<file path="config.mk">
export PLATFORM = sky130hd
export DESIGN_NAME = hirq_pin_ctrl
export DESIGN_NICKNAME = d
export VERILOG_FILES = /design/src/rtl/hirq_pkg.sv /design/src/rtl/hirq_regs.sv /design/src/rtl/hirq_chan.sv /design/src/rtl/hirq_pin_ctrl.sv
export SDC_FILE = /design/constraint.sdc
export NUM_CORES = 1
export LEC_CHECK = 0
export BUFFER_PORTS_ARGS = -buffer_cell sky130_fd_sc_hd__buf_2
export CORE_MARGIN = 5
export CORE_UTILIZATION = 53
export DETAILED_ROUTE_END_ITERATION = 12
export GPL_TIMING_DRIVEN = 1
export HOLD_SLACK_MARGIN = 0.08
export PLACE_DENSITY = 0.86
export SETUP_SLACK_MARGIN = 0.05
export SLEW_MARGIN = 20
export SYNTH_ARGS = -nofsm -noshare
export SYNTH_HDL_FRONTEND = slang
export SYNTH_SLANG_ARGS = --single-unit
</file>
<file path="constraint.sdc">
create_clock -name clk -period 3.36 [get_ports clk]
set_input_delay 0.672 -clock clk [delete_from_list [all_inputs] [get_ports clk]]
set_output_delay 0.672 -clock clk [all_outputs]
set_load 0.05 [all_outputs]
</file>
<file path="src/rtl/hirq_pkg.sv">
package hirq_pkg;

  typedef enum logic [1:0] {
    ADDR_MODE = 2'd0,
    ADDR_ENA  = 2'd1,
    ADDR_LVL  = 2'd2,
    ADDR_RSVD = 2'd3
  } hirq_addr_e;

  typedef struct packed {
    logic oe;
    logic val;
  } pin_t;

  // Selected source level with optional inversion.
  function automatic logic line_level(logic use_fw, logic fw_bit, logic hw_bit, logic inv);
    logic sel;
    sel = use_fw ? fw_bit : hw_bit;
    return sel ^ inv;
  endfunction

  // Override cascade: power, then channel enable, then buffer type.
  function automatic pin_t drive_pin(logic pwr_ok, logic enable, logic open_drain, logic lvl);
    pin_t p;
    if (!pwr_ok) begin
      p.oe  = 1'b0;
      p.val = 1'b0;
    end else if (!enable) begin
      p.oe  = 1'b0;
      p.val = 1'b0;
    end else if (open_drain) begin
      p.oe  = ~lvl;
      p.val = 1'b0;
    end else begin
      p.oe  = 1'b1;
      p.val = lvl;
    end
    return p;
  endfunction

endpackage

</file>
<file path="src/rtl/hirq_regs.sv">
module hirq_regs
  import hirq_pkg::*;
#(
  parameter int NUM_CH = 4,
  parameter int REG_W  = 8
) (
  input  logic              clk,
  input  logic              rst_n,
  input  logic              reg_wr,
  input  logic [1:0]        reg_addr,
  input  logic [REG_W-1:0]  reg_wdata,
  output logic [REG_W-1:0]  reg_rdata,
  input  logic [NUM_CH-1:0] line_lvl,
  output logic [NUM_CH-1:0] use_fw,
  output logic [NUM_CH-1:0] inv,
  output logic [NUM_CH-1:0] enable,
  output logic [NUM_CH-1:0] fw_lvl,
  output logic              open_drain
);

  localparam int INV_LSB = REG_W / 2;
  localparam int OD_BIT  = REG_W - 1;

  logic [NUM_CH-1:0] mode_q, inv_q, en_q, fw_q;
  logic              od_q;

  logic wr_mode, wr_ena, wr_lvl;
  assign wr_mode = reg_wr && (reg_addr == ADDR_MODE);
  assign wr_ena  = reg_wr && (reg_addr == ADDR_ENA);
  assign wr_lvl  = reg_wr && (reg_addr == ADDR_LVL);

  always_ff @(posedge clk) begin
    if (!rst_n) begin
      mode_q <= '0;
      inv_q  <= '0;
      en_q   <= '0;
      fw_q   <= '0;
      od_q   <= 1'b0;
    end else begin
      if (wr_mode) begin
        mode_q <= reg_wdata[NUM_CH-1:0];
        inv_q  <= reg_wdata[INV_LSB +: NUM_CH];
      end
      if (wr_ena) begin
        en_q <= reg_wdata[NUM_CH-1:0];
        od_q <= reg_wdata[OD_BIT];
      end
      if (wr_lvl) begin
        fw_q <= reg_wdata[NUM_CH-1:0];
      end
    end
  end

  always_comb begin
    reg_rdata = '0;
    case (reg_addr)
      ADDR_MODE: begin
        reg_rdata[NUM_CH-1:0]         = mode_q;
        reg_rdata[INV_LSB +: NUM_CH]  = inv_q;
      end
      ADDR_ENA: begin
        reg_rdata[NUM_CH-1:0] = en_q;
        reg_rdata[OD_BIT]     = od_q;
      end
      ADDR_LVL: reg_rdata[NUM_CH-1:0] = line_lvl;
      default:  reg_rdata = '0;
    endcase
  end

  assign use_fw     = mode_q;
  assign inv        = inv_q;
  assign enable     = en_q;
  assign fw_lvl     = fw_q;
  assign open_drain = od_q;

  // an ENA write lands in the enable bits on the next cycle
  p_ena_write_lands_r9: assert property (@(posedge clk) disable iff (!rst_n)
    wr_ena |=> (enable == $past(reg_wdata[NUM_CH-1:0])))
    else $error("p_ena_write_lands_r9");

  // MODE holds its value when not addressed
  p_mode_holds_r9: assert property (@(posedge clk) disable iff (!rst_n)
    !wr_mode |=> $stable(use_fw) && $stable(inv))
    else $error("p_mode_holds_r9");

  // the reserved address always reads zero
  p_rsvd_reads_zero_r8: assert property (@(posedge clk) disable iff (!rst_n)
    (reg_addr == ADDR_RSVD) |-> (reg_rdata == '0))
    else $error("p_rsvd_reads_zero_r8");

endmodule

</file>
<file path="src/rtl/hirq_chan.sv">
module hirq_chan
  import hirq_pkg::*;
(
  input  logic clk,
  input  logic rst_n,
  input  logic pwr_ok,
  input  logic enable,
  input  logic open_drain,
  input  logic use_fw,
  input  logic fw_bit,
  input  logic hw_bit,
  input  logic inv,
  output logic line_lvl,
  output logic pin_val,
  output logic pin_oe
);

  pin_t pin;

  assign line_lvl = line_level(use_fw, fw_bit, hw_bit, inv);
  assign pin      = drive_pin(pwr_ok, enable, open_drain, line_lvl);
  assign pin_val  = pin.val;
  assign pin_oe   = pin.oe;

  // no host power means floating and low
  p_unpowered_quiet_r7: assert property (@(posedge clk) disable iff (!rst_n)
    !pwr_ok |-> (!pin_oe && !pin_val))
    else $error("p_unpowered_quiet_r7");

  // a disabled channel never drives
  p_disabled_float_r6: assert property (@(posedge clk) disable iff (!rst_n)
    !enable |-> (!pin_oe && !pin_val))
    else $error("p_disabled_float_r6");

  // open drain never drives a high level
  p_od_pulls_low_only_r5: assert property (@(posedge clk) disable iff (!rst_n)
    (open_drain && pin_oe) |-> !pin_val)
    else $error("p_od_pulls_low_only_r5");

  // powered, enabled push-pull always drives the line level
  p_pushpull_drives_r2: assert property (@(posedge clk) disable iff (!rst_n)
    (pwr_ok && enable && !open_drain) |-> (pin_oe && (pin_val == line_lvl)))
    else $error("p_pushpull_drives_r2");

endmodule

</file>
<file path="src/rtl/hirq_pin_ctrl.sv">
module hirq_pin_ctrl
  import hirq_pkg::*;
#(
  parameter int NUM_CH = 4,
  parameter int REG_W  = 8
) (
  input  logic              clk,
  input  logic              rst_n,
  input  logic              host_pwr_ok,
  input  logic [NUM_CH-1:0] hw_event,
  input  logic              reg_wr,
  input  logic [1:0]        reg_addr,
  input  logic [REG_W-1:0]  reg_wdata,
  output logic [REG_W-1:0]  reg_rdata,
  output logic [NUM_CH-1:0] irq_val,
  output logic [NUM_CH-1:0] irq_oe
);

  logic [NUM_CH-1:0] use_fw, inv, enable, fw_lvl, line_lvl;
  logic              open_drain;

  hirq_regs #(.NUM_CH(NUM_CH), .REG_W(REG_W)) u_regs (
    .clk        (clk),
    .rst_n      (rst_n),
    .reg_wr     (reg_wr),
    .reg_addr   (reg_addr),
    .reg_wdata  (reg_wdata),
    .reg_rdata  (reg_rdata),
    .line_lvl   (line_lvl),
    .use_fw     (use_fw),
    .inv        (inv),
    .enable     (enable),
    .fw_lvl     (fw_lvl),
    .open_drain (open_drain)
  );

  for (genvar c = 0; c < NUM_CH; c++) begin : g_ch
    hirq_chan u_chan (
      .clk        (clk),
      .rst_n      (rst_n),
      .pwr_ok     (host_pwr_ok),
      .enable     (enable[c]),
      .open_drain (open_drain),
      .use_fw     (use_fw[c]),
      .fw_bit     (fw_lvl[c]),
      .hw_bit     (hw_event[c]),
      .inv        (inv[c]),
      .line_lvl   (line_lvl[c]),
      .pin_val    (irq_val[c]),
      .pin_oe     (irq_oe[c])
    );
  end

  // reset leaves every pin floating and low
  p_reset_quiet_r1: assert property (@(posedge clk)
    !rst_n |=> (irq_oe == '0) && (irq_val == '0))
    else $error("p_reset_quiet_r1");

endmodule

</file>
==> impl_results.md <==
- Die Height: approximately 55 um
- Cell area after layout: about 1200 um2
- MaxCap Viol Count: 0
- DP HPWL: about 1.7 mm
- Cell Area, Placed: between 1000 and 1500 um2
- Final WL: between 2 and 2.5 mm
- Register area: around 340 um2
- Max transition margin: between 40% and 50%
- CTS tree: done
- Sw power: ~0.12 mW
- Final Hold Vio Count: 0
- CP required: between 2 and 3 ns
- Final Cycle Share: approximately 80%
- Internal power: around 0.29 mW
- Post-Place Worst Slack: about 0.82 ns
- Placed cell count: around 160
- CTS Hold Bufs: 0
- Slew Limit Fails: 0
- Sequential fraction of the synthesis area: between 30% and 40%
- Largest net degree at the start of global routing: 18
- Average routed wire per standard cell: 13.1 um
- First-pass GRT wire length: between 3 and 4 mm
- Filler instances: 183
- CTS root buffer: clkbuf_4
- Die width: 54.5 um
- Synthesized area: between 1000 and 1500 um2
- Vias/cell: approximately 5.2
- Post-CTS setup buffer count: 0
- RePlAce Congestion: just over 0.9
- Endpoint class of the critical path: output port
- Cell Count, Final, Fillers Out: 168
- Peak VDD IR: roughly 0.00021 V
- PortBufs: 33
- Worst setup SP type: input port
- Clock transition at path regs: approximately 0.09 ns
- Die ar.: 2970 um2
- Drt pass-1 iters: 4
- Multi-input logic area: 603 um2
- Switching Fraction: between 30% and 40%
- Power share of the combinational group: a little over a fifth
- Clock power share: a little over a quarter
- Vias: around 870
- DR iter-0 viols: 19
- Status: finished, final reports clean
- DRT antenna net count: 0
- NumNets Final: 160
- Initial antenna violation count: 0
- Peak Freq: around 0.38 GHz
- Cell count after synthesis: approximately 120
- WS Path Type: in2out
- Setup Skew: 0 ns
- Syn_nets: 136
- Number of distinct library cells after synthesis: 22
- Yosys Warn Count: 0
- Number of synthesized register bits: 17
- Starting Density: ~55%
- Setup violators final: 0
- Shortest period the worst path allows: 2.63 ns
- DRC viols: 0
- All-layer global routing usage: between 10% and 20%
- Leak: approximately 0.52 nW
- Bufs on Longest Clock Path: 2
- Clk Latency, worst-skew pair: slightly below 0.3 ns
- PnR worst setup slack: 0.726 ns
- Power Total: ~0.41 mW
- Sink Count: 17
- Crit path max fanout: 11
- Num CTS Buffers: 3
- Worst-Margin Slew: 0.883 ns
- H-tree levels: 1
- Pwr dens: 351 nW/um2
- # rows: 16
- Grt ovf: 0
- Vias in the first global route: 782
- Post_cts resized: 0
- Crit path DAT: between 1.5 and 2 ns
- Worst Hold Class: reg2reg
- Antenna Cells: 0
- Share of cells above drive strength 1: 27.0%
- Core Region: between 1500 and 2000 um2
- Area Overhead vs Synth: 11.3%
- Sequential Power Share: between 50% and 60%
- Post-Syn Area per Cell: just under 9 um2
- Io pins: 34
- RSZ-0062 raised after global routing: no
- Fin Setup TNS: 0 ns
## worst paths after layout
path	cells after the start	endpoint	startpoint	slack [ns]
setup / recovery	5	reg_rdata[0]	reg_addr[0]	0.73
hold / removal	2	u_regs.enable[3]$_SDFFE_PN0P_	u_regs.enable[3]$_SDFFE_PN0P_	0.50
setup reg to reg	2	u_regs.open_drain$_SDFFE_PN0P_	u_regs.open_drain$_SDFFE_PN0P_	2.64
hold reg to reg	2	u_regs.enable[3]$_SDFFE_PN0P_	u_regs.enable[3]$_SDFFE_PN0P_	0.50
## critical path, stage by stage
cell,delay (ns)
buf_2,0.20
nor2b_1,0.49
a21oi_1,0.16
o21ai_0,0.13
buf_2,0.31
## power groups by stage
stage          Combinational, mW  Clock (mW)  Sequential, mW
2_1_floorplan             0.0654           0           0.218
3_3_place_gp              0.0827           0           0.219
3_5_place_dp              0.0845           0           0.219
4_1_cts                   0.0853       0.113           0.215
5_1_grt                   0.0921       0.127           0.216
6_report                  0.0853       0.110           0.215
## state kept, by name, summed over array words and instances, names as in the netlist
name,count
u_regs.open_drain,1
u_regs.enable,4
u_regs.inv,4
u_regs.fw_lvl,4
u_regs.use_fw,4
## logic make-up after synthesis
logic type / share of synthesized area (%)
compound gates: 9.30
xor+xnor: 6.67
buf+inv: 10.1
flops: 32.4
mux: 16.2
simple gates: 25.3
## stage by stage
stage | hold slack [ns] | utilization [%]
6_report | 0.496 | 60.8
5_1_grt | 0.524 | 60.8
4_1_cts | 0.493 | 60.8
3_5_place_dp | 0.480 | 59.4
3_3_place_gp | 0.478 | 59.4
2_1_floorplan | 0.457 | -
## per-layer routing
metal,vias to the layer above,part of all wire [%],wire [um],track usage [%]
li1,440,-,-,-
met2,29,47,1040,25.7
met1,393,45,994,20.9
met4,0,2.2,49,12.0
met3,5,5.4,119,1.63
met5,-,0,0,0
## cell type report
type | instances | share of cell area (%)
Sequential cell | 17 | 29.1
Multi-Input combinational cell | 87 | 51.6
Tap cell | 27 | 2.89
Timing Repair Buffer | 33 | 14.1
Clock buffer | 4 | 2.25
## Yosys cell counts
library cell	number	area (um2)
buf_6	2	22.5
nand3b_1	1	7.51
nand3_1	5	25.0
buf_4	10	75.1
and3_1	4	25.0
nor3b_2	1	12.5
and2_1	3	18.8
xor2_1	4	35.0
nand3b_2	1	11.3
nor3b_1	4	30.0
clkbuf_1	1	3.75
nand2b_1	1	6.26
dfxtp_1	17	340
a21boi_1	5	37.5
o21ai_0	4	20.0
nor2_1	2	7.51
mux2i_1	17	170
nor2b_1	14	87.6
nand2_1	9	33.8
a21oi_1	8	40.0
buf_2	1	5.00
xnor2_1	4	35.0
## cells in the final DEF, fill, tap and decap left out
| master | instances |
|---|---|
| a21boi_1 | 5 |
| a21oi_1 | 8 |
| and2_1 | 3 |
| and3_1 | 4 |
| buf_2 | 33 |
| clkbuf_1 | 1 |
| clkbuf_4 | 3 |
| dfxtp_1 | 17 |
| mux2i_1 | 17 |
| nand2_1 | 9 |
| nand2b_1 | 1 |
| nand3_1 | 5 |
| nand3b_1 | 1 |
| nand3b_2 | 1 |
| nor2_1 | 2 |
| nor2b_1 | 14 |
| nor3b_1 | 4 |
| nor3b_2 | 1 |
| o21ai_0 | 4 |
| xnor2_1 | 4 |
| xor2_1 | 4 |
(Power assumes the default switching activity.)
